--- src/rtl/ram_pattern_bist.sv ---
module ram_pattern_bist #(
  parameter int BUF_BYTES = 65536,
  parameter int CNT_W     = 16
) (
  input  logic                         clk,
  input  logic                         rst_n,
  input  logic                         start,
  output logic                         busy,
  output logic                         done,
  output logic                         fail,
  output logic [CNT_W-1:0]             fault_count,
  output logic                         mem_we,
  output logic                         mem_re,
  output logic [$clog2(BUF_BYTES)-1:0] mem_addr,
  output logic [15:0]                  mem_wdata,
  input  logic [15:0]                  mem_rdata
);
  localparam int WORDS = BUF_BYTES / 2;
  localparam int AW    = $clog2(BUF_BYTES);
  localparam int IW    = AW - 1;
  localparam logic [IW-1:0]    LAST    = IW'(WORDS - 1);
  localparam logic [CNT_W-1:0] CNT_MAX = {CNT_W{1'b1}};
  localparam logic [15:0]      MASK16  = 16'(BUF_BYTES - 1);

  typedef enum logic [1:0] {S_IDLE, S_WR, S_RD, S_FLUSH} state_t;

  state_t           state;
  logic [1:0]       pass_q;
  logic [IW-1:0]    idx_q;
  logic             chk_q;
  logic [15:0]      exp_q;
  logic [CNT_W-1:0] cnt_q;
  logic             done_q;

  function automatic logic [15:0] pat_of(input logic [1:0] p, input logic [IW-1:0] i);
    logic [15:0] ba;
    ba = 16'({i, 1'b0});
    case (p)
      2'd0:    return ba;
      2'd1:    return ba ^ MASK16;
      2'd2:    return 16'hAA55;
      default: return 16'h55AA;
    endcase
  endfunction

  assign busy        = (state != S_IDLE);
  assign done        = done_q;
  assign fault_count = cnt_q;
  assign fail        = |cnt_q;
  assign mem_we      = (state == S_WR);
  assign mem_re      = (state == S_RD);
  assign mem_addr    = {idx_q, 1'b0};
  assign mem_wdata   = pat_of(pass_q, idx_q);

  always_ff @(posedge clk) begin
    if (!rst_n) begin
      state  <= S_IDLE;
      pass_q <= '0;
      idx_q  <= '0;
      chk_q  <= 1'b0;
      exp_q  <= '0;
      cnt_q  <= '0;
      done_q <= 1'b0;
    end else begin
      done_q <= 1'b0;
      chk_q  <= (state == S_RD);
      exp_q  <= pat_of(pass_q, idx_q);
      if (chk_q && (mem_rdata != exp_q) && (cnt_q != CNT_MAX))
        cnt_q <= cnt_q + 1'b1;
      case (state)
        S_IDLE: if (start) begin
          state  <= S_WR;
          pass_q <= '0;
          idx_q  <= '0;
          cnt_q  <= '0;
        end
        S_WR: begin
          idx_q <= idx_q + 1'b1;
          if (idx_q == LAST) begin
            idx_q <= '0;
            state <= S_RD;
          end
        end
        S_RD: begin
          idx_q <= idx_q + 1'b1;
          if (idx_q == LAST) begin
            idx_q <= '0;
            if (pass_q == 2'd3) state <= S_FLUSH;
            else begin
              pass_q <= pass_q + 1'b1;
              state  <= S_WR;
            end
          end
        end
        S_FLUSH: begin
          state  <= S_IDLE;
          done_q <= 1'b1;
        end
        default: state <= S_IDLE;
      endcase
    end
  end

  // single-port memory, never both strobes
  a_r3_one_strobe: assert property (@(posedge clk) disable iff (!rst_n)
    !(mem_we && mem_re));

  // addresses within a phase advance by one word
  a_r3_addr_step: assert property (@(posedge clk) disable iff (!rst_n)
    (mem_we && $past(mem_we)) |-> (mem_addr == $past(mem_addr) + AW'(2)));

  // accepted start launches the first write at address 0
  a_r2_launch: assert property (@(posedge clk) disable iff (!rst_n)
    (start && !busy) |=> (busy && mem_we && mem_addr == '0));

  // count never decreases while a run is in progress
  a_r6_monotonic: assert property (@(posedge clk) disable iff (!rst_n)
    busy |=> (fault_count >= $past(fault_count)));

  // saturated count holds unless a new run clears it
  a_r7_no_wrap: assert property (@(posedge clk) disable iff (!rst_n)
    (fault_count == CNT_MAX && !(start && !busy)) |=> (fault_count == CNT_MAX));

  // done is a single-cycle pulse outside busy
  a_r8_done_pulse: assert property (@(posedge clk) disable iff (!rst_n)
    done |-> (!busy ##1 !done));

  // fail follows the count
  a_r8_fail_flag: assert property (@(posedge clk) disable iff (!rst_n)
    fail == (fault_count != '0));
endmodule

--- config.mk ---
export PLATFORM = sky130hd
export DESIGN_NAME = ram_pattern_bist
export DESIGN_NICKNAME = d
export VERILOG_FILES = /design/src/rtl/ram_pattern_bist.sv
export SDC_FILE = /design/constraint.sdc
export NUM_CORES = 1
export LEC_CHECK = 0
export ABC_CLOCK_PERIOD_IN_PS = 5700
export BUFFER_PORTS_ARGS = -buffer_cell sky130_fd_sc_hd__buf_4
export CAP_MARGIN = 15
export CORE_AREA = 2 2 101 103
export CTS_CLUSTER_DIAMETER = 100
export DETAILED_ROUTE_END_ITERATION = 6
export DIE_AREA = 0 0 103 105
export SYNTH_ARGS = -nofsm -noshare
export SYNTH_HDL_FRONTEND = slang
export SYNTH_SLANG_ARGS = --single-unit
--- constraint.sdc ---
create_clock -name clk -period 5.7 [get_ports clk]
set_input_delay 0.855 -clock clk [delete_from_list [all_inputs] [get_ports clk]]
set_output_delay 0.855 -clock clk [all_outputs]
set_load 0.02 [all_outputs]
### After elaboration in Yosys (flattened, before gate mapping)

Index checks and enable logic that the tools add are counted.

* flip-flop bits (word level): 53
* bits in latches: 0
* memory bits (writable): 0
* memory bits (read-only): 0
* input port bits: 19
* output and inout bits: 53
* memories kept: 0

* add/subtract/negate cells: 3
* multipliers: 0
* divide/modulo/power cells: 0
* $lt $le $gt $ge: 0
* equal/unequal tests: 13
* shift-type cells: 0
* mux-type cells: 17
* bitwise logic cells: 1
* reduce and logical (&&, ||, !) cells: 12

Operator list (count)
* $mux W16: 3
* $pmux W16 S3: 1
* $mux W15: 2
* $pmux W15 S2: 1
* $add A16 B1 Y16 const B: 1
* $ne A16 B16 Y1: 1
* $ne A16 B16 Y1 const B: 1
* $not A16 Y16: 1
* $reduce_or A16 Y1: 1
* $add A15 B1 Y15 const B: 1
* $eq A15 B15 Y1 const B: 1
* $mux W2: 7
* $eq A2 B2 Y1 const B: 4
* $pmux W2 S4: 1
* $reduce_bool A2 Y1: 3
* $eq A2 B1 Y1 const B: 2
* $logic_not A2 Y1: 2
* $ne A2 B1 Y1 const B: 2
* $ne A2 B2 Y1 const B: 2
* $pmux W2 S2: 1
* $reduce_and A4 Y1: 1
* $reduce_and A3 Y1: 1
* $add A2 B1 Y2 const B: 1
* $logic_and A1 B1 Y1: 2
* 3 further kinds: 3

### Depth between registers and ports, before layout

* word-level depth: 6
* mapped depth: 7
* mapped depth without buffers: 7

### Least setup slack after synthesis

Ideal clock, no wire load.

* path kind: reg2out
* from: register pass_q[0]
* to: output port mem_wdata[9]
* arrival time: 1.379 ns
* setup slack: 3.466 ns
* stages on the path, launching flop included: 6
* buffers on the path: 1
* cells stage by stage: dfxtp_1 inv_1 ha_1 clkbuf_1 a211oi_1 nor2_1

* longest elaborated chain between the ends: 2

RTL lines
* from (decl): line 28 `logic [1:0] pass_q;`
* from (signal assigned): line 90 `pass_q <= pass_q + 1'b1;`
* $eq A2 B2 Y1 (tied with other cells): line 38 `case (p)`
* $pmux W16 S3 *: line 38
* to (decl): line 15 `output logic [15:0] mem_wdata,`

Every way passes the cells marked *; elsewhere a longest branch is shown, timed or not.

### Worst setup path in the final report

Ends and elaborated chain as after synthesis.

==> summary.txt <==
Outcome
  – Outcome: completed

Floorplanning
  – IO Pins: 72
  – Initial Utilization: 29.82%
  – Core Area: 9639 sq um
  – Die width: 103 um
  – Die footprint: 10820 sq um
  – Die height: 105 um
  – Rows: 36

Routing
  – Residual DRC: 0
  – M1 WL: 3656 um
  – Antenna-violating nets left: 0
  – Via count: 2700
  – Post-Route WL: 7570 um
  – Initial DRC count: 122
  – Max Used Layer: met4
  – Vias/cell: 4.972
  – Routed wl met3: 330 um
  – First-pass detailed-route iteration total: 4
  – DR WL met2: 3503 um
  – Routed length per instance: 13.94 um

Synth
  – Avg Inst Size Synth: 8.330 sq um
  – EDFF count, synth: 0
  – Synthesized area: 2874 sq um
  – Simple-gate area share of the yosys netlist: 32.00%
  – Ys flop type: dfxtp_1
  – Seq/Total Area, Yosys: 36.92%
  – Fraction of synthesized area in multiplexers: 1.045%
  – Adder-cell share of the synthesized area: 5.224%
  – FFs w/ async S/R, synth: 0%
  – Compound-gate portion of the synthesized area: 13.28%
  – Post-synthesis xor/xnor area fraction: 7.923%
  – Syn Inst Count: 345
  – Yosys warns: 0
  – Post-synth cell types: 39
  – Syn_nets: 376
  – Largest family of logic cells by synthesized area: simple AND/OR/NAND/NOR gates
  – Synth Register Bits: 53

Placed design
  – RD Place Congestion: 0.8542
  – Post-DP HPWL: 5709 um
  – Port Buffers: 70

Timing
  – Max-slew violation count: 0
  – Final setup violation count: 0
  – WHS: 0.5261 ns
  – Crit path time final: 2.749 ns
  – Worst Skew: 0.01091 ns
  – Hold Vio Cnt, Final: 0
  – Final period util: 48.23%
  – Worst Max-Slew Pin Slew: 0.8293 ns
  – Worst slew margin: 43.13%
  – Setup tns final: 0 ns
  – Fmax: 363.8 MHz
  – RSZ-0062 raised after global routing: false

Clock network
  – Postcts setup bufs: 0
  – CTS Buf Count: 5
  – # resized after CTS: 0
  – CTS Root Cell: clkbuf_8
  – Clock-pin slew on the worst setup and hold paths: 0.09 ns
  – Clock latency at the later pin of the worst-skew pair: 0.30 ns
  – CTS tree: done
  – Clock buffer depth: 2
  – H-tree levels: 2
  – Clk sink count: 53
  – CTS Hold Buffers Added: 0

Setup path
  – CP startpoint kind: flop
  – Critical Path RT: 4.85 ns
  – Cell Chain, Critical Path: inv_1 -> ha_1 -> a211oi_1 -> nor2_1 -> buf_4
  – CP peak stage delay: 0.43 ns
  – CP delay by family, top: flip-flops
  – Worst Setup End Kind: output port
  – WS Path Type: flop to output port
  – Crit-path slowest cell: dfxtp_1
  – CP bufs+invs: 2
  – Worst Path Max Fanout: 15
  – Arr. time, crit path: 1.89 ns

Layout
  – Leading cell types in the layout, fill and taps excluded: 71 x buf_4, 53 x dfxtp_1, 30 x nor2_1, 20 x nand2_1, 19 x xnor2_1
  – Area grow syn2layout: 25.64%
  – Nets: 441
  – ANT cells: 0
  – Share of cells above drive strength 1: 20.00%
  – Fill count: 1016
  – Commonest non-fill, non-tap cell in the layout: buf_4
  – Post-route core utilization: 37.46%

Flow run
  – Max_cap viols: 0

Pwr
  – Leakage power: 1.469 nW
  – Max VDD drop: 0.1080 mV
  – PwrDens: 233.4 nW/um^2
  – Total chip power: 843.0 uW

GRT
  – Gr usage total: 13.90%
  – Largest net degree at the start of global routing: 31
  – Number of global-route vias before repair: 2474
  – GRT overflow: 0
  – First-pass GRT wire length: 12250 um
  – Initial antenna violation count: 0

Min path
  – Worst hold path class: flop to flop
## kinds of logic after synthesis
kind of cell,Yosys count
AO/OA/AOI/OAI,59
XOR/XNOR,26
adder cells (fa/ha/maj),12
buffers and inverters,24
flip-flops,53
multiplexers,3
other,1
AND/OR/NAND/NOR,167
## synth_stat cells, types with 3 or more instances
library cell,count,area [sq um]
dfxtp_1,53,1061
nor2_1,30,112.6
nand2_1,20,75.07
xnor2_1,19,166.4
a21oi_1,18,90.09
nand4_1,18,112.6
nor2b_1,17,106.4
nor3_1,15,75.07
or3_1,15,93.84
nand3_1,13,65.06
ha_1,12,150.1
and2_1,11,68.82
inv_1,11,41.29
o21ai_0,11,55.05
a211o_1,8,70.07
a211oi_1,8,60.06
or4_1,8,60.06
clkbuf_1,7,26.28
xor2_1,7,61.31
and4_1,5,43.79
nand2b_1,5,31.28
nor4_1,4,25.02
a31oi_1,3,18.77
mux2i_1,3,30.03
o211ai_1,3,22.52
o31ai_1,3,22.52
## worst register-to-register path: cells and delay by family (launching register included)
family | cells | cell delay (ns)
AND/OR/NAND/NOR | 4 | 0.99
adder cells (fa/ha/maj) | 1 | 0.27
AO/OA/AOI/OAI | 1 | 0.40
flip-flops | 1 | 0.53
## state kept, by name, summed over array words and instances, names as in the netlist
name	flops
chk_q	1
pass_q	2
exp_q	16
fault_count	16
state	2
idx_q	15
done	1
## worst paths after layout
path / start / to / slack (ns) / depth (start not counted)
worst max-delay path: pass_q[0] / mem_wdata[9] / 2.95 / 5
worst min-delay path: fault_count[15] / fault_count[15] / 0.53 / 2
worst max register to register: idx_q[0] / idx_q[9] / 3.40 / 6
worst min register to register: fault_count[15] / fault_count[15] / 0.53 / 2
## metal layers
| metal | track usage (%) | up-vias |
|---|---|---|
| met5 | 0 | - |
| met4 | 3.759 | 0 |
| met3 | 1.873 | 6 |
| met2 | 21.89 | 79 |
| met1 | 19.71 | 1244 |
| li1 | - | 1371 |
## stage by stage
stage | instance area [sq um] | worst slack, ns | cells
detailed placement | 3521 | 3.281 | 536
floorplan | 2874 | 3.466 | 345
global route | 3611 | 2.783 | 543
CTS | 3611 | 2.939 | 543
finish | 3611 | 2.951 | 543
global placement | 3521 | 3.337 | 536
## power by group
group          leakage, nW  switching, mW  internal (mW)
clock               0.0433          0.114         0.0962
combinational        0.998          0.139         0.0864
sequential           0.427         0.0238          0.384
## cell type report
cell class / instances / area [sq um] / share of cell area, %
flip-flops and latches: 53 / 1061 / 29.38
clock inverters: 1 / 7.507 / 0.2079
repair buffers: 71 / 533.0 / 14.76
well taps: 133 / 166.4 / 4.608
multi-input cells: 268 / 1719 / 47.61
clock buffers: 6 / 82.58 / 2.287
inverters: 11 / 41.29 / 1.143
No activity file was read; power rests on OpenSTA's default activity.
